`src/rtl/fps_pkg.sv`:
```
package fps_pkg;

    typedef enum logic [2:0] {
        FC_NONE = 3'd0,
        FC_WOC  = 3'd1,
        FC_OC   = 3'd2,
        FC_IMB  = 3'd3,
        FC_OV   = 3'd4
    } fault_code_e;

    typedef enum logic [0:0] {
        PD_IDLE = 1'b0,
        PD_PULL = 1'b1
    } pull_state_e;

    typedef struct packed {
        logic        shut;
        fault_code_e code;
    } latch_state_t;

endpackage

```
`src/rtl/fps_persist.sv`:
```
module fps_persist #(
    parameter int LIMIT = 120
) (
    input  logic clk,
    input  logic rst_n,
    input  logic flag,
    input  logic tick,
    output logic trip
);
    localparam int W = $clog2(LIMIT + 1);
    localparam logic [W-1:0] TOP = W'(LIMIT);

    logic [W-1:0] cnt_d, cnt_q;

    always_comb begin
        cnt_d = cnt_q;
        if (!flag) begin
            cnt_d = '0;
        end else if (tick && (cnt_q != TOP)) begin
            cnt_d = cnt_q + 1'b1;
        end
    end

    always_ff @(posedge clk or negedge rst_n) begin
        if (!rst_n) cnt_q <= '0;
        else        cnt_q <= cnt_d;
    end

    assign trip = flag && (cnt_q == TOP);
endmodule

```
`src/rtl/fps_ov_pull.sv`:
```
module fps_ov_pull
    import fps_pkg::*;
(
    input  logic clk,
    input  logic rst_n,
    input  logic ov_flag,
    input  logic below_flag,
    output logic pull
);
    pull_state_e st_d, st_q;

    always_comb begin
        st_d = st_q;
        unique case (st_q)
            PD_IDLE: if (ov_flag) st_d = PD_PULL;
            PD_PULL: if (below_flag && !ov_flag) st_d = PD_IDLE;
            default: st_d = PD_IDLE;
        endcase
    end

    always_ff @(posedge clk or negedge rst_n) begin
        if (!rst_n) st_q <= PD_IDLE;
        else        st_q <= st_d;
    end

    assign pull = (st_q == PD_PULL);
endmodule

```
`src/rtl/fps_fault_latch.sv`:
```
module fps_fault_latch
    import fps_pkg::*;
(
    input  logic        clk,
    input  logic        rst_n,
    input  logic        woc_flag,
    input  logic        oc_trip,
    input  logic        imb_trip,
    input  logic        ov_flag,
    input  logic        rearm,
    output logic        shut,
    output fault_code_e code
);
    latch_state_t st_d, st_q;

    always_comb begin
        st_d = st_q;
        if (rearm) begin
            st_d.shut = 1'b0;
            st_d.code = FC_NONE;
        end else begin
            if (woc_flag || oc_trip || imb_trip || ov_flag) st_d.shut = 1'b1;
            if (st_q.code == FC_NONE) begin
                if (woc_flag)      st_d.code = FC_WOC;
                else if (imb_trip) st_d.code = FC_IMB;
                else if (oc_trip)  st_d.code = FC_OC;
                else if (ov_flag)  st_d.code = FC_OV;
            end
        end
    end

    always_ff @(posedge clk or negedge rst_n) begin
        if (!rst_n) st_q <= '{shut: 1'b0, code: FC_NONE};
        else        st_q <= st_d;
    end

    assign shut = st_q.shut;
    assign code = st_q.code;
endmodule

```
`src/rtl/reg_fault_supervisor.sv`:
```
module reg_fault_supervisor
    import fps_pkg::*;
#(
    parameter int OC_US  = 120,
    parameter int IMB_US = 1000
) (
    input  logic       clk,
    input  logic       rst_n,
    input  logic       us_tick,
    input  logic       oc_flag,
    input  logic       woc_flag,
    input  logic       imb_flag,
    input  logic       ov_flag,
    input  logic       below_flag,
    input  logic       rearm,
    output logic       pgood,
    output logic       pwm_en,
    output logic       lowside_on,
    output logic [2:0] fault_code
);
    logic        oc_trip, imb_trip, shut, pull;
    fault_code_e code;

    fps_persist #(.LIMIT(OC_US)) u_oc_timer (
        .clk(clk), .rst_n(rst_n), .flag(oc_flag), .tick(us_tick), .trip(oc_trip)
    );

    fps_persist #(.LIMIT(IMB_US)) u_imb_timer (
        .clk(clk), .rst_n(rst_n), .flag(imb_flag), .tick(us_tick), .trip(imb_trip)
    );

    fps_ov_pull u_pull (
        .clk(clk), .rst_n(rst_n), .ov_flag(ov_flag), .below_flag(below_flag), .pull(pull)
    );

    fps_fault_latch u_latch (
        .clk(clk), .rst_n(rst_n), .woc_flag(woc_flag), .oc_trip(oc_trip),
        .imb_trip(imb_trip), .ov_flag(ov_flag), .rearm(rearm),
        .shut(shut), .code(code)
    );

    assign pgood      = !shut && !pull;
    assign pwm_en     = !shut && !pull;
    assign lowside_on = pull;
    assign fault_code = code;
endmodule

```
`config.mk`:
```
export PLATFORM = sky130hd
export DESIGN_NAME = reg_fault_supervisor
export DESIGN_NICKNAME = d
export VERILOG_FILES = /design/src/rtl/fps_pkg.sv /design/src/rtl/fps_persist.sv /design/src/rtl/fps_ov_pull.sv /design/src/rtl/fps_fault_latch.sv /design/src/rtl/reg_fault_supervisor.sv
export SDC_FILE = /design/constraint.sdc
export NUM_CORES = 1
export LEC_CHECK = 0
export BUFFER_PORTS_ARGS = -buffer_cell sky130_fd_sc_hd__buf_2
export CAP_MARGIN = 30
export CORE_ASPECT_RATIO = 0.9
export CORE_MARGIN = 1.5
export CORE_UTILIZATION = 38
export DETAILED_ROUTE_END_ITERATION = 8
export PLACE_DENSITY = 0.58
export SKIP_LAST_GASP = 1
export SLEW_MARGIN = 15
export SYNTH_ARGS = -nofsm -noshare
export SYNTH_HDL_FRONTEND = slang
export SYNTH_HIERARCHICAL = 1
export SYNTH_SLANG_ARGS = --single-unit
```
`constraint.sdc`:
```
create_clock -name clk -period 1.7 [get_ports clk]
set_input_delay 0.34 -clock clk [delete_from_list [all_inputs] [get_ports clk]]
set_output_delay 0.34 -clock clk [all_outputs]
set_load 0.05 [all_outputs]
```
Yosys cells after proc, flatten, opt, wreduce, memory -nomap -nowiden --
Index checks and enable logic that the tools add are counted.
Storage, ports and cells: bits in registers 22, bits in latches 0, RAM bits 0, memory bits (read-only) 0, input port bits 9, output and inout bits 6, logic and storage cells 45, memories kept 0
Operators by class: $add $sub $neg 2, $mul 0, div/mod/pow operators 0, $lt $le $gt $ge 0, equality and inequality tests 6, shift operators 0, multiplexer cells 14, bitwise logic cells 1, reductions and logical operators 17
Operators by type and width (count):
- 10-bit two-way mux | 2
- 3-bit two-way mux | 5
- 7-bit two-way mux | 2
- 10-bit by 1-bit adder with 10-bit output (second input constant) | 1
- 10-bit equality test (second input constant) | 1
- 10-bit != test (second input constant) | 1
- 7-bit by 1-bit adder with 7-bit output (second input constant) | 1
- 7-bit equality test (second input constant) | 1
- 7-bit != test (second input constant) | 1
- 1-bit logical AND | 6
- 5-bit nonzero test | 1
- 4-bit two-way mux | 1
- 2-bit by 1-bit != test with 1-bit output (second input constant) | 2
- 2-bit nonzero test | 2
- 1-bit zero test | 3
- 3-bit zero test | 1
- 1-bit logical OR | 3
- 1-bit two-way mux | 3
- 1-bit case mux with 2 select lines | 1
- 2-bit AND reduction | 1
- 1-bit NOT | 1

Logic depth before layout (Yosys ltp) --
Gate-level depths: netlist (run 1).
depth after elaboration 7, mapped depth 7, depth with buffers taken out 7

Modules after synthesis --
Netlist (run 1), hierarchy kept.
By module, submodules not included:
- fps_persist (u_imb_timer) | times used 1, cells each 65, area each 588.1 sq um, seq. area each 250.2 sq um
- fps_persist (u_oc_timer) | times used 1, cells each 41, area each 380.4 sq um, seq. area each 175.2 sq um
- fps_fault_latch | times used 1, cells each 17, area each 163.9 sq um, seq. area each 100.1 sq um
- fps_ov_pull | times used 1, cells each 3, area each 36.3 sq um, seq. area each 25.0 sq um
- reg_fault_supervisor | times used 1, cells each 2, area each 11.3 sq um, seq. area each 0.0 sq um

Worst setup path after synthesis (run 1) --
Ideal clock, no wire load.
kind register -> output, start register u_pull.st_q (netlist: u_pull/pull), end output pwm_en, arrival time 1.656 ns, path slack -0.296 ns, stages on the path, launching flop included 3, cells stage by stage dfrtp_1 nor2_1 buf_4
On the way: cells in the longest elaborated chain, start to end 2
Ends and longest elaborated chain:
- start: declaration | RTL line fps_ov_pull.sv:10 | pull_state_e st_d, st_q;
- start signal: assignment | RTL line fps_ov_pull.sv:23 | else st_q <= st_d;
- 1-bit zero test
- 1-bit logical AND
- end: declaration | RTL line reg_fault_supervisor.sv:17 | output logic pwm_en,
No other way between the ends.

Worst setup path after layout (run 1) --
start register u_imb_timer.cnt_q[0], end register u_latch.st_q, in the netlist u_latch/code[1]
On the way: cells in the longest elaborated chain, start to end 6
Ends and longest elaborated chain:
- start: declaration | RTL line fps_persist.sv:13 | logic [W-1:0] cnt_d, cnt_q;
- start signal: assignment | RTL line fps_persist.sv:26 | else cnt_q <= cnt_d;
- 10-bit equality test * | RTL line fps_persist.sv:29 | assign trip = flag && (cnt_q == TOP);
- 1-bit logical AND * | RTL line fps_persist.sv:29
- via imb_trip | RTL line reg_fault_supervisor.sv:21 | logic oc_trip, imb_trip, shut, pull;
- 3-bit two-way mux | RTL line fps_fault_latch.sv:25 | else if (imb_trip) st_d.code = FC_IMB;
- 3-bit two-way mux | RTL line fps_fault_latch.sv:24 | if (woc_flag) st_d.code = FC_WOC;
- 3-bit two-way mux | RTL line fps_fault_latch.sv:23 | if (st_q.code == FC_NONE) begin
- 4-bit two-way mux | RTL line fps_fault_latch.sv:18 | if (rearm) begin
- end signal: assignment | RTL line fps_fault_latch.sv:33 | if (!rst_n) st_q <= '{shut: 1'b0, code: FC_NONE};
- end signal: assignment | RTL line fps_fault_latch.sv:34 | else st_q <= st_d;
- end: declaration | RTL line fps_fault_latch.sv:14 | latch_state_t st_d, st_q;
Mark *: on every way through the listed nets, which the timed path passes. The rest lies on a longest branch. The select of a mux whose other input is x is not followed. A chain may end at the register's enable or synchronous reset.

==> flow_summary.html, run 1 <==
<table>
<tr><th>Metric</th><th>Value</th></tr>
<tr><th colspan="2">Critical path</th></tr>
<tr><td>Endpoint of the most critical setup path</td><td>u_latch/code[1]$_DFFE_PN0P_</td></tr>
<tr><td>Classification of the worst setup path</td><td>reg -&gt; reg</td></tr>
<tr><td>Critical register-to-register path endpoint</td><td>u_latch/code[1]$_DFFE_PN0P_</td></tr>
<tr><td>Launch point of the worst path</td><td>u_imb_timer/cnt_q[0]$_DFFE_PN0P_</td></tr>
<tr><td>Required time worst endpoint</td><td>1950 ps</td></tr>
<tr><td>Critical path data arrival time</td><td>~1900 ps</td></tr>
<tr><td>Critical path endpoint category</td><td>flop</td></tr>
<tr><td>Crit start category</td><td>flop</td></tr>
<tr><td>Worst R2R Path Depth</td><td>7</td></tr>
<tr><td>Launching point of the worst reg2reg path</td><td>u_imb_timer/cnt_q[0]$_DFFE_PN0P_</td></tr>
<tr><td>Max FO, Critical Path</td><td>2</td></tr>
<tr><td>Reg-to-reg setup timing slack</td><td>approximately 32 ps</td></tr>
<tr><th colspan="2">Global route</th></tr>
<tr><td>Wire length of the first global-routing pass</td><td>between 4 and 5 mm</td></tr>
<tr><td>Overall overflow remaining after global route</td><td>0</td></tr>
<tr><td>Vias in the first global route</td><td>just over 1000</td></tr>
<tr><td>Antenna violations before repair</td><td>0</td></tr>
<tr><td>GR Util All Layers</td><td>0.161</td></tr>
<tr><td>Pin count of the biggest net entering global routing</td><td>23</td></tr>
<tr><th colspan="2">Timing</th></tr>
<tr><td>Setup repair after global routing missed its margin</td><td>yes</td></tr>
<tr><td>Worst setup margin</td><td>~32 ps</td></tr>
<tr><td>Period Utilization, post-route</td><td>0.981</td></tr>
<tr><td>Minimum period implied by the final worst setup slack</td><td>1670 ps</td></tr>
<tr><td>Clock Skew</td><td>6.04 ps</td></tr>
<tr><td>Headroom to the max-slew limit</td><td>0.670</td></tr>
<tr><td>Tightest Pin Transition</td><td>about 500 ps</td></tr>
<tr><td>Count of pins over their slew limit</td><td>0</td></tr>
<tr><td>Endpoints failing setup</td><td>0</td></tr>
<tr><td>Peak Freq</td><td>0.600 GHz</td></tr>
<tr><td>Final Hold Viols</td><td>0</td></tr>
<tr><th colspan="2">Placed design</th></tr>
<tr><td>Gpl congestion</td><td>approximately 0.8</td></tr>
<tr><td>Port Buffers</td><td>14</td></tr>
<tr><td>Area post-placement</td><td>1410 um2</td></tr>
<tr><td>Placed cell count</td><td>between 150 and 200</td></tr>
<tr><td>Setup WS pre-CTS</td><td>about 22 ps</td></tr>
<tr><td>Post-detail-place hpwl</td><td>slightly below 2 mm</td></tr>
<tr><th colspan="2">Die</th></tr>
<tr><td>Die X-Extent</td><td>approximately 62 um</td></tr>
<tr><td>Num ports</td><td>15</td></tr>
<tr><td>Starting utilization of the core area</td><td>0.416</td></tr>
<tr><td>Placement Rows</td><td>18</td></tr>
<tr><td>Die height</td><td>55.9 um</td></tr>
<tr><td>Core region area</td><td>roughly 2800 um2</td></tr>
<tr><td>Full die area</td><td>3450 um2</td></tr>
<tr><th colspan="2">Yosys</th></tr>
<tr><td>Area fraction of the dominant cell type after synthesis</td><td>0.467</td></tr>
<tr><td>Share of async-settable or async-resettable flops after synthesis</td><td>1.00</td></tr>
<tr><td>Cells after synthesis</td><td>about 130</td></tr>
<tr><td>Sequential cell area fraction in the yosys report</td><td>0.467</td></tr>
<tr><td>Count of flip-flops with a built-in enable after synthesis</td><td>0</td></tr>
<tr><td>Mapped cell area</td><td>1180 um2</td></tr>
<tr><td>Number of library cell types mapped by synthesis</td><td>33</td></tr>
<tr><td>Synth area leaders</td><td>dfrtp_1, a21oi_1, ha_1</td></tr>
<tr><td>Yosys reg bits</td><td>22</td></tr>
<tr><td>Avg Synthesized Cell Area</td><td>9.22 um2</td></tr>
<tr><td>Synthesis Warnings</td><td>6</td></tr>
<tr><td>Synth Net Count</td><td>141</td></tr>
<tr><td>Cell type with the largest total area after synthesis</td><td>dfrtp_1</td></tr>
<tr><td>Dominant synthesized flop cell</td><td>dfrtp_1</td></tr>
<tr><th colspan="2">Detailed routing</th></tr>
<tr><td>DRT Pass-1 Iters</td><td>4</td></tr>
<tr><td>Post-Route WL</td><td>approximately 2.7 mm</td></tr>
<tr><td>Number of DRC markers after the initial detailed-route iteration</td><td>between 40 and 50</td></tr>
<tr><td>Vias after detailed routing</td><td>approximately 1100</td></tr>
<tr><td>Final antenna-violating net count</td><td>0</td></tr>
<tr><td>Wire length per cell after detailed routing</td><td>approximately 13 um</td></tr>
<tr><td>DRC violation count after routing</td><td>0</td></tr>
<tr><td>Drt via density</td><td>between 5 and 6</td></tr>
<tr><th colspan="2">Power and ir drop</th></tr>
<tr><td>Total net switching power</td><td>between 300 and 400 uW</td></tr>
<tr><td>Total leakage power</td><td>approximately 0.00065 uW</td></tr>
<tr><td>Sequential group share of total power</td><td>0.533</td></tr>
<tr><td>Switching fraction of total power</td><td>0.286</td></tr>
<tr><td>Power per cell area</td><td>between 700 and 800 nW/um2</td></tr>
<tr><td>Maximum ir drop on the vdd rail</td><td>about 0.54 mV</td></tr>
<tr><td>Relative contribution of the clock network to total power</td><td>0.279</td></tr>
<tr><td>Total Power</td><td>1060 uW</td></tr>
<tr><td>Combinational power share</td><td>0.188</td></tr>
<tr><td>Internal power consumption</td><td>between 700 and 800 uW</td></tr>
<tr><th colspan="2">Clock tree</th></tr>
<tr><td>Buffer depth of the longest clock path</td><td>2</td></tr>
<tr><td>Clock slew at reported path FFs</td><td>around 130 ps</td></tr>
<tr><td>H-tree Lvls</td><td>1</td></tr>
<tr><td>TritonCTS clock tree</td><td>built</td></tr>
<tr><td>Root Buffer Master</td><td>clkbuf_4</td></tr>
<tr><td>Clock latency reported for the late side of the worst-skew pair</td><td>about 310 ps</td></tr>
<tr><td>Number of sinks driven by the clock tree</td><td>22</td></tr>
<tr><td>CTS Buf Count</td><td>3</td></tr>
<tr><th colspan="2">Cells and area</th></tr>
<tr><td>Count of non-filler cells in the finished layout</td><td>about 200</td></tr>
<tr><td>Leading cell type in the layout, fill and taps excluded</td><td>dfrtp_1</td></tr>
<tr><td>Post-layout util</td><td>0.528</td></tr>
<tr><td>Diode insertion count for antenna repair</td><td>0</td></tr>
<tr><td>Layout overhead on the synthesized area</td><td>27.0%</td></tr>
<tr><td>Layout cells sized above 1</td><td>0.267</td></tr>
<tr><td>Post-layout nets</td><td>roughly 180</td></tr>
<tr><td>Layout Cell Area excl Fill</td><td>1500 um2</td></tr>
<tr><td>Most frequent cells in the layout</td><td>dfrtp_1, buf_4, buf_2</td></tr>
<tr><th colspan="2">Status</th></tr>
<tr><td>Outcome</td><td>completed</td></tr>
<tr><th colspan="2">Run</th></tr>
<tr><td>Number of max-capacitance violations reported</td><td>0</td></tr>
<tr><th colspan="2">Min path</th></tr>
<tr><td>Hold Path Class</td><td>in -&gt; reg</td></tr>
</table>
-- worst max-delay path: stages (launching register included) --
cell,delay (ps)
dfrtp_1,390
inv_1,70
ha_2,170
nand2_2,70
nor4_4,330
nor2_2,60
or4_1,390
a21oi_1,130
-- what timing repair did --
item / CTS / global route
pin swaps: 0 / 3
hold buffers: 1 / 0
setup endpoints to repair: 1 / 2
gates cloned: 0 / 0
setup buffers: 0 / 1
resized for setup: 1 / 6
hold endpoints to repair: 22 / 0
-- synthesized netlist by cell type (all sizes together), types with 3 or more instances --
library cell and number:
or3 5, a21oi 12, or4 5, nand4 5, inv 12, xor2 3
o21ai 7, nand3 6, nor2 9, nand2 13, ha 4, dfrtp 22
-- routing by layer --
layer  GRT usage  share of wire  vias to the layer above
li1            -              -                      526
met1       0.218           0.47                      523
met2       0.257           0.49                       21
met3      0.0419          0.033                        2
met4      0.0304         0.0037                        0
met5           0              0                        -
-- registers in the layout (all words and copies together), names as in the netlist --
signal             cells
u_latch/code           3
u_oc_timer/cnt_q       7
u_pull/pull            1
u_latch/shut           1
u_imb_timer/cnt_q     10
-- worst min-delay path by stage --
stage	start	cells after the start	end	slack, ps
final	rearm	2	u_latch/code[1]$_DFFE_PN0P_	210
after global routing	rearm	2	u_latch/code[1]$_DFFE_PN0P_	190
after global placement	rst_n	1	u_imb_timer/cnt_q[6]$_DFFE_PN0P_	340
after floorplan	rst_n	0	u_imb_timer/cnt_q[0]$_DFFE_PN0P_	40
after detailed placement	rst_n	1	u_imb_timer/cnt_q[3]$_DFFE_PN0P_	340
after CTS	rearm	2	u_latch/code[1]$_DFFE_PN0P_	190
-- logic make-up after synthesis --
| kind of cell | Yosys count | synth area share |
|---|---|---|
| buffers and inverters | 15 | 0.0520 |
| AO/OA/AOI/OAI | 30 | 0.158 |
| multiplexers | 2 | 0.0170 |
| XOR/XNOR | 3 | 0.0223 |
| adder cells (fa/ha/maj) | 4 | 0.0424 |
| flip-flops | 22 | 0.467 |
| AND/OR/NAND/NOR | 52 | 0.242 |
-- power by group through the flow --
stage | registers (uW) | logic (uW) | clock network, uW
final | 564 | 199 | 294
after global routing | 566 | 221 | 329
after CTS | 564 | 193 | 304
after detailed placement | 574 | 190 | 0
after global placement | 572 | 186 | 0
after floorplan | 595 | 87.1 | 0
-- per-stage QoR --
stage / setup TNS [ps] / hold slack [ps]
floorplan: 0 / 44.4
global placement: 0 / 338
detailed placement: 0 / 341
CTS: 0 / 194
global route: -55.4 / 194
finish: 0 / 206
-- area by class of cell --
cell class / count / area (um2)
Fill cell: 290 / 1340
Multi-Input combinational cell: 91 / 613
Sequential cell: 22 / 551
Timing Repair Buffer: 31 / 200
Tap cell: 40 / 50.0
Inverter: 13 / 48.8
Clock buffer: 4 / 36.3
(Power assumes the default switching activity.)
==> run 2: changes to the inputs <==
--- a/config.mk
+++ b/config.mk
@@ -5,13 +5,13 @@
 export SDC_FILE = /design/constraint.sdc
 export NUM_CORES = 1
 export LEC_CHECK = 0
-export BUFFER_PORTS_ARGS = -buffer_cell sky130_fd_sc_hd__buf_2
 export CAP_MARGIN = 30
 export CORE_ASPECT_RATIO = 0.9
 export CORE_MARGIN = 1.5
 export CORE_UTILIZATION = 38
 export DETAILED_ROUTE_END_ITERATION = 8
-export PLACE_DENSITY = 0.58
+export DONT_BUFFER_PORTS = 1
+export PLACE_DENSITY = 0.54
 export SKIP_LAST_GASP = 1
 export SLEW_MARGIN = 15
 export SYNTH_ARGS = -nofsm -noshare
==> run 2 against run 1 <==
  * Non-clock buffer count fell by 10
  * Sequential share of layout area grew 0.78 points
  * Final cell count down 5.0%
  * Sequential power fell by 0.9%
  * Via count shrank 5.9%
  * Global-route usage is 0.39 points higher
  * Wire length down 7.0%
  * Core utilization down 1.1 points
  * Critical path depth unchanged
  * Hold slack got worse by 140 ps
  * Largest power group unchanged
==> flow_summary.html, run 2 (synthesized netlist as in run 1, its figures left out) <==
<table>
<tr><th>Metric</th><th>Value</th></tr>
<tr><th colspan="2">Status</th></tr>
<tr><td>Outcome</td><td>completed</td></tr>
<tr><th colspan="2">Clock tree</th></tr>
<tr><td>Number of sinks driven by the clock tree</td><td>22</td></tr>
<tr><td>Buffer depth of the longest clock path</td><td>2</td></tr>
<tr><td>H-tree Lvls</td><td>1</td></tr>
<tr><td>CTS Buf Count</td><td>3</td></tr>
<tr><td>Clock latency reported for the late side of the worst-skew pair</td><td>about 310 ps</td></tr>
<tr><td>Root Buffer Master</td><td>clkbuf_4</td></tr>
<tr><td>Clock slew at reported path FFs</td><td>roughly 130 ps</td></tr>
<tr><td>TritonCTS clock tree</td><td>built</td></tr>
<tr><th colspan="2">Critical path</th></tr>
<tr><td>CP max stage delay</td><td>slightly above 400 ps</td></tr>
<tr><td>Max FO, Critical Path</td><td>2</td></tr>
<tr><td>Worst path cell trace</td><td>inv_1, ha_2, nand2_2, nor4_4, nor2_1, or4_1, a21oi_1</td></tr>
<tr><td>Critical path data arrival time</td><td>around 1900 ps</td></tr>
<tr><td>Crit path max-delay cell type</td><td>or4_1</td></tr>
<tr><td>Classification of the worst setup path</td><td>reg -&gt; reg</td></tr>
<tr><td>Critical path buffers and inverters</td><td>1</td></tr>
<tr><td>Crit start category</td><td>flop</td></tr>
<tr><td>Kind of cell adding the most delay to the critical path</td><td>simple AND/OR/NAND/NOR gates</td></tr>
<tr><td>Critical path endpoint category</td><td>flop</td></tr>
<tr><td>Required time worst endpoint</td><td>about 2000 ps</td></tr>
<tr><th colspan="2">Die</th></tr>
<tr><td>Die height</td><td>55.9 um</td></tr>
<tr><td>Core region area</td><td>2840 um2</td></tr>
<tr><td>Full die area</td><td>around 3400 um2</td></tr>
<tr><td>Starting utilization of the core area</td><td>0.416</td></tr>
<tr><td>Placement Rows</td><td>18</td></tr>
<tr><td>Num ports</td><td>15</td></tr>
<tr><td>Die X-Extent</td><td>61.7 um</td></tr>
<tr><th colspan="2">Global route</th></tr>
<tr><td>Pin count of the biggest net entering global routing</td><td>23</td></tr>
<tr><td>Antenna violations before repair</td><td>0</td></tr>
<tr><td>GR Util All Layers</td><td>0.165</td></tr>
<tr><td>Wire length of the first global-routing pass</td><td>between 4 and 5 mm</td></tr>
<tr><td>Vias in the first global route</td><td>960</td></tr>
<tr><td>Overall overflow remaining after global route</td><td>0</td></tr>
<tr><th colspan="2">Cells and area</th></tr>
<tr><td>Area occupied by multi-input gates</td><td>slightly below 600 um2</td></tr>
<tr><td>Area taken by flip-flops and latches</td><td>~550 um2</td></tr>
<tr><td>Post-layout util</td><td>0.517</td></tr>
<tr><td>Post-layout nets</td><td>around 170</td></tr>
<tr><td>Layout fillers</td><td>about 280</td></tr>
<tr><td>Leading cell type in the layout, fill and taps excluded</td><td>dfrtp_1</td></tr>
<tr><td>Largest Register</td><td>u_imb_timer/cnt_q</td></tr>
<tr><td>Count of non-filler cells in the finished layout</td><td>191</td></tr>
<tr><td>Diode insertion count for antenna repair</td><td>0</td></tr>
<tr><td>Number of flip-flops in the largest register</td><td>10</td></tr>
<tr><td>Layout cells sized above 1</td><td>0.205</td></tr>
<tr><td>Most frequent cells in the layout</td><td>dfrtp_1, buf_4, inv_1, nand2_1, a21oi_1</td></tr>
<tr><td>Layout overhead on the synthesized area</td><td>24.4%</td></tr>
<tr><th colspan="2">Detailed routing</th></tr>
<tr><td>Post-Route WL</td><td>2.49 mm</td></tr>
<tr><td>Met3 wire length</td><td>approximately 130 um</td></tr>
<tr><td>Number of DRC markers after the initial detailed-route iteration</td><td>62</td></tr>
<tr><td>Highest signal layer in the routed design</td><td>met4</td></tr>
<tr><td>Final antenna-violating net count</td><td>0</td></tr>
<tr><td>DRT Pass-1 Iters</td><td>4</td></tr>
<tr><td>Wire length per cell after detailed routing</td><td>between 10 and 15 um</td></tr>
<tr><td>DRC violation count after routing</td><td>0</td></tr>
<tr><td>Drt via density</td><td>5.28</td></tr>
<tr><td>Vias after detailed routing</td><td>approximately 1000</td></tr>
<tr><td>Detailed-routed wire length on met2</td><td>about 1.1 mm</td></tr>
<tr><td>Met1 Routed Length</td><td>about 1.3 mm</td></tr>
<tr><th colspan="2">Timing</th></tr>
<tr><td>Worst setup margin</td><td>between 50 and 60 ps</td></tr>
<tr><td>Minimum period implied by the final worst setup slack</td><td>~1600 ps</td></tr>
<tr><td>Peak Freq</td><td>~0.61 GHz</td></tr>
<tr><td>Endpoints failing setup</td><td>0</td></tr>
<tr><td>Worst hold-check slack</td><td>68.5 ps</td></tr>
<tr><td>Count of pins over their slew limit</td><td>0</td></tr>
<tr><td>Setup repair after global routing missed its margin</td><td>yes</td></tr>
<tr><td>Final Hold Viols</td><td>0</td></tr>
<tr><td>Clock Skew</td><td>12.0 ps</td></tr>
<tr><td>Headroom to the max-slew limit</td><td>0.662</td></tr>
<tr><td>Period Utilization, post-route</td><td>0.969</td></tr>
<tr><td>Tightest Pin Transition</td><td>507 ps</td></tr>
<tr><th colspan="2">Power and ir drop</th></tr>
<tr><td>Total leakage power</td><td>a little over 0.0006 uW</td></tr>
<tr><td>Total Power</td><td>about 1100 uW</td></tr>
<tr><td>Maximum ir drop on the vdd rail</td><td>0.573 mV</td></tr>
<tr><td>Power per cell area</td><td>slightly below 800 nW/um2</td></tr>
<tr><th colspan="2">Run</th></tr>
<tr><td>Number of max-capacitance violations reported</td><td>0</td></tr>
<tr><th colspan="2">Placed design</th></tr>
<tr><td>Port Buffers</td><td>0</td></tr>
<tr><td>Setup WS pre-CTS</td><td>-19.6 ps</td></tr>
<tr><td>Placed cell count</td><td>184</td></tr>
<tr><td>Gpl congestion</td><td>0.800</td></tr>
<tr><td>Post-detail-place hpwl</td><td>~1.9 mm</td></tr>
<tr><th colspan="2">Min path</th></tr>
<tr><td>Hold Path Class</td><td>in -&gt; reg</td></tr>
</table>
[run 2: cell types whose count changed in the layout (fill, tap and decap cells not counted), sizes merged]
cell    before  now
buf         30   20
bufinv       0    1
clkbuf       4    3
[run 2: cell type report]
cell class,count,share of cell area
multi-input cells,91,0.406
well taps,40,0.0341
clock inverters,1,0.0205
inverters,13,0.0332
flip-flops and latches,22,0.375
repair buffers,21,0.116
clock buffers,3,0.0153
[run 2: metal layers]
| layer | global-route usage | up-vias |
|---|---|---|
| met4 | 0.0182 | 0 |
| li1 | - | 512 |
| met5 | 0 | - |
| met3 | 0.0535 | 2 |
| met2 | 0.233 | 18 |
| met1 | 0.251 | 477 |
[run 2: through the flow]
step                TNS [ps]  instance area, um2
finish                     0                1470
global route           -50.3                1470
CTS                        0                1440
detailed placement     -19.6                1370
global placement           0                1370
floorplan                  0                1190
[run 2: power by group]
part	internal [uW]	switching, uW	total [uW]
Clock	238	158	397
Combinational	81.8	111	193
Sequential	546	13.2	559
Total	866	283	1150
[run 2: final timing paths]
path / start / to / slack, ps / depth (start not counted)
worst max register to register: u_imb_timer/cnt_q[0]$_DFFE_PN0P_ / u_latch/code[1]$_DFFE_PN0P_ / 50 / 7
worst min-delay path: rearm / u_latch/code[1]$_DFFE_PN0P_ / 70 / 1
worst min register to register: u_latch/code[2]$_DFFE_PN0P_ / u_latch/code[1]$_DFFE_PN0P_ / 540 / 2
min in group asynchronous: rst_n / u_imb_timer/cnt_q[5]$_DFFE_PN0P_ / 510 / 2
max in group asynchronous: rst_n / u_imb_timer/cnt_q[7]$_DFFE_PN0P_ / 830 / 2
worst max-delay path: u_imb_timer/cnt_q[0]$_DFFE_PN0P_ / u_latch/code[1]$_DFFE_PN0P_ / 50 / 7
[run 2: worst reg2reg max path, stage by stage, from the launching register on]
cell and delay, ps:
dfrtp_1 400, inv_1 70, ha_2 170, nand2_2 60, nor4_4 280, nor2_1 80, or4_1 410, a21oi_1 130
[run 2: what timing repair did]
action	4_1_cts	5_1_grt
hold buffers	1	1
endpoints found under the hold margin	22	13
setup buffers	0	1
pin swaps	0	3
cloned	0	0
resized for setup	1	3
setup endpoints to repair	1	2
==> run 3: changes to the inputs <==
--- a/config.mk
+++ b/config.mk
@@ -5,13 +5,14 @@
 export SDC_FILE = /design/constraint.sdc
 export NUM_CORES = 1
 export LEC_CHECK = 0
+export BUFFER_PORTS_ARGS = -buffer_cell sky130_fd_sc_hd__buf_2
 export CAP_MARGIN = 30
 export CORE_ASPECT_RATIO = 0.9
 export CORE_MARGIN = 1.5
 export CORE_UTILIZATION = 38
+export CTS_BUF_LIST = sky130_fd_sc_hd__clkbuf_8
 export DETAILED_ROUTE_END_ITERATION = 8
-export DONT_BUFFER_PORTS = 1
-export PLACE_DENSITY = 0.54
+export PLACE_DENSITY = 0.58
 export SKIP_LAST_GASP = 1
 export SLEW_MARGIN = 15
 export SYNTH_ARGS = -nofsm -noshare
==> run 3 against run 2 <==
  * Clock power decreased by 5.0%
  * Wire length rose by 7.1%
  * Hold slack got worse by 38 ps
  * Critical endpoint unchanged
  * First-iteration DRC count decreased by 27%
==> flow_summary.html, run 3 (synthesized netlist as in run 1, its figures left out) <==
<table>
<tr><th>Metric</th><th>Value</th></tr>
<tr><th colspan="2">Power and ir drop</th></tr>
<tr><td>Total net switching power</td><td>309 uW</td></tr>
<tr><td>Sequential group share of total power</td><td>0.495</td></tr>
<tr><td>Maximum ir drop on the vdd rail</td><td>approximately 0.46 mV</td></tr>
<tr><td>Relative contribution of the clock network to total power</td><td>0.332</td></tr>
<tr><td>Power per cell area</td><td>754 nW/um2</td></tr>
<tr><td>Combinational power share</td><td>0.173</td></tr>
<tr><td>Switching fraction of total power</td><td>0.272</td></tr>
<tr><td>Internal power consumption</td><td>roughly 830 uW</td></tr>
<tr><td>Total leakage power</td><td>about 0.00065 uW</td></tr>
<tr><td>Total Power</td><td>between 1000 and 1500 uW</td></tr>
<tr><th colspan="2">Cells and area</th></tr>
<tr><td>Layout cells sized above 1</td><td>0.275</td></tr>
<tr><td>Layout overhead on the synthesized area</td><td>28.0%</td></tr>
<tr><td>Diode insertion count for antenna repair</td><td>0</td></tr>
<tr><td>Leading cell type in the layout, fill and taps excluded</td><td>dfrtp_1</td></tr>
<tr><td>Most frequent cells in the layout</td><td>dfrtp_1, buf_4, buf_2, inv_1, a21oi_1</td></tr>
<tr><td>Count of non-filler cells in the finished layout</td><td>200</td></tr>
<tr><td>Post-layout nets</td><td>approximately 170</td></tr>
<tr><td>Layout fillers</td><td>290</td></tr>
<tr><td>Number of flip-flops in the largest register</td><td>10</td></tr>
<tr><td>Largest Register</td><td>u_imb_timer/cnt_q</td></tr>
<tr><th colspan="2">Critical path</th></tr>
<tr><td>Max FO, Critical Path</td><td>2</td></tr>
<tr><td>Crit start category</td><td>flop</td></tr>
<tr><td>Worst path cell trace</td><td>inv_1, ha_2, nand2_2, nor4_4, nor2_2, or4_1, a21oi_1</td></tr>
<tr><td>Launching point of the worst reg2reg path</td><td>u_imb_timer/cnt_q[0]$_DFFE_PN0P_</td></tr>
<tr><td>Number of cells on the critical path</td><td>7</td></tr>
<tr><td>Critical path endpoint category</td><td>flop</td></tr>
<tr><td>Reg-to-reg setup timing slack</td><td>30 ps</td></tr>
<tr><td>Kind of cell adding the most delay to the critical path</td><td>simple AND/OR/NAND/NOR gates</td></tr>
<tr><td>Launch point of the worst path</td><td>u_imb_timer/cnt_q[0]$_DFFE_PN0P_</td></tr>
<tr><td>Crit path max-delay cell type</td><td>or4_1</td></tr>
<tr><td>CP max stage delay</td><td>around 400 ps</td></tr>
<tr><td>Required time worst endpoint</td><td>~1900 ps</td></tr>
<tr><td>Critical register-to-register path endpoint</td><td>u_latch/code[1]$_DFFE_PN0P_</td></tr>
<tr><td>Critical path buffers and inverters</td><td>1</td></tr>
<tr><td>Classification of the worst setup path</td><td>reg -&gt; reg</td></tr>
<tr><td>Worst R2R Path Depth</td><td>7</td></tr>
<tr><td>Critical path data arrival time</td><td>approximately 1900 ps</td></tr>
<tr><th colspan="2">Placed design</th></tr>
<tr><td>Placed cell count</td><td>slightly below 200</td></tr>
<tr><td>Port Buffers</td><td>14</td></tr>
<tr><td>Post-detail-place hpwl</td><td>1.93 mm</td></tr>
<tr><td>Gpl congestion</td><td>between 0.7 and 0.8</td></tr>
<tr><th colspan="2">Detailed routing</th></tr>
<tr><td>DRT Pass-1 Iters</td><td>6</td></tr>
<tr><td>Vias after detailed routing</td><td>~1100</td></tr>
<tr><td>Number of DRC markers after the initial detailed-route iteration</td><td>45</td></tr>
<tr><td>Post-Route WL</td><td>2.67 mm</td></tr>
<tr><td>DRC violation count after routing</td><td>0</td></tr>
<tr><td>Final antenna-violating net count</td><td>0</td></tr>
<tr><td>Drt via density</td><td>between 5 and 6</td></tr>
<tr><td>Wire length per cell after detailed routing</td><td>13.4 um</td></tr>
<tr><th colspan="2">Clock tree</th></tr>
<tr><td>Root Buffer Master</td><td>clkbuf_8</td></tr>
<tr><td>TritonCTS clock tree</td><td>built</td></tr>
<tr><td>Buffer depth of the longest clock path</td><td>2</td></tr>
<tr><td>Number of sinks driven by the clock tree</td><td>22</td></tr>
<tr><td>H-tree Lvls</td><td>1</td></tr>
<tr><td>Clock latency reported for the late side of the worst-skew pair</td><td>260 ps</td></tr>
<tr><td>Clock slew at reported path FFs</td><td>roughly 80 ps</td></tr>
<tr><td>CTS Buf Count</td><td>3</td></tr>
<tr><td>Hold_buf cts</td><td>0</td></tr>
<tr><th colspan="2">Die</th></tr>
<tr><td>Die height</td><td>roughly 56 um</td></tr>
<tr><td>Full die area</td><td>~3400 um2</td></tr>
<tr><td>Die X-Extent</td><td>61.7 um</td></tr>
<tr><td>Num ports</td><td>15</td></tr>
<tr><td>Starting utilization of the core area</td><td>0.416</td></tr>
<tr><td>Placement Rows</td><td>18</td></tr>
<tr><td>Core region area</td><td>roughly 2800 um2</td></tr>
<tr><th colspan="2">Timing</th></tr>
<tr><td>Clock Skew</td><td>around 4.5 ps</td></tr>
<tr><td>Minimum period implied by the final worst setup slack</td><td>1670 ps</td></tr>
<tr><td>Headroom to the max-slew limit</td><td>0.668</td></tr>
<tr><td>Final Hold Viols</td><td>0</td></tr>
<tr><td>Tightest Pin Transition</td><td>498 ps</td></tr>
<tr><td>Period Utilization, post-route</td><td>0.981</td></tr>
<tr><td>Endpoints failing setup</td><td>0</td></tr>
<tr><td>Setup repair after global routing missed its margin</td><td>yes</td></tr>
<tr><td>Count of pins over their slew limit</td><td>0</td></tr>
<tr><td>Peak Freq</td><td>approximately 0.6 GHz</td></tr>
<tr><th colspan="2">Global route</th></tr>
<tr><td>Overall overflow remaining after global route</td><td>0</td></tr>
<tr><td>Pin count of the biggest net entering global routing</td><td>23</td></tr>
<tr><td>Vias in the first global route</td><td>1031</td></tr>
<tr><td>Wire length of the first global-routing pass</td><td>approximately 4.3 mm</td></tr>
<tr><td>Antenna violations before repair</td><td>0</td></tr>
<tr><td>GR Util All Layers</td><td>0.163</td></tr>
<tr><th colspan="2">Min path</th></tr>
<tr><td>Hold Path Class</td><td>in -&gt; async</td></tr>
<tr><th colspan="2">Status</th></tr>
<tr><td>Outcome</td><td>completed</td></tr>
<tr><th colspan="2">Run</th></tr>
<tr><td>Number of max-capacitance violations reported</td><td>0</td></tr>
</table>
==> run 3: changes by cell type in the layout (fill, tap and decap cells not counted), sizes merged <==
cell	before	now
buf	20	30
bufinv	1	0
dlygate4sd3	1	0
clkbuf	3	4
==> run 3: how the worst max path moves through the flow <==
stage	to	slack [ps]
after global routing	u_latch/code[1]$_DFFE_PN0P_	-50
after detailed placement	u_latch/code[1]$_DFFE_PN0P_	20
after global placement	u_latch/code[1]$_DFFE_PN0P_	40
after floorplan	u_latch/code[1]$_DFFE_PN0P_	40
after CTS	u_latch/code[1]$_DFFE_PN0P_	7
final	u_latch/code[1]$_DFFE_PN0P_	30
==> run 3: final cells by class <==
cell class                 instances  area (um2)  share of cell area
multi-input combinational         91         616               0.408
sequential                        22         551               0.365
timing repair buffer              30         190               0.126
clock buffer                       4        55.1              0.0365
tap                               40        50.0              0.0331
inverter                          13        48.8              0.0323
==> run 3: metrics by stage <==
stage          setup TNS (ps)  cell area [um2]  hold slack [ps]  utilization  setup WS [ps]
4_1_cts                     0             1470             47.4        0.518           6.90
5_1_grt                 -52.4             1510             66.7        0.532          -52.4
3_5_place_dp                0             1410              341        0.496           22.4
2_1_floorplan               0             1190             44.4            -           37.6
6_report                    0             1510             30.2        0.532           33.0
3_3_place_gp                0             1410              338        0.496           41.3
==> run 3: worst reg2reg max path: cells and delay by family (launching register included) <==
| family | cells | cell delay, ps |
|---|---|---|
| simple gates | 4 | 850 |
| flops | 1 | 380 |
| compound gates | 1 | 130 |
| buf+inv | 1 | 70 |
| fa+ha+maj | 1 | 170 |
==> run 3: power by group through the flow <==
stage,clock [uW],combinational (uW),sequential [uW]
2_1_floorplan,0,87.1,595
3_3_place_gp,0,186,572
3_5_place_dp,0,190,574
4_1_cts,390,191,563
5_1_grt,414,219,566
6_report,377,197,563
==> run 3: metal layers <==
metal  vias up  track usage  wire, um
li1        524            -         -
met1       529        0.218      1230
met2        21        0.259      1320
met4         0       0.0395        27
met3         5       0.0419        94
met5         -            0         0
==> run 3: timing repair <==
action,4_1_cts,5_1_grt
setup buffers,0,1
pin swaps,0,3
resized for setup,1,7
endpoints found under the setup margin,1,2
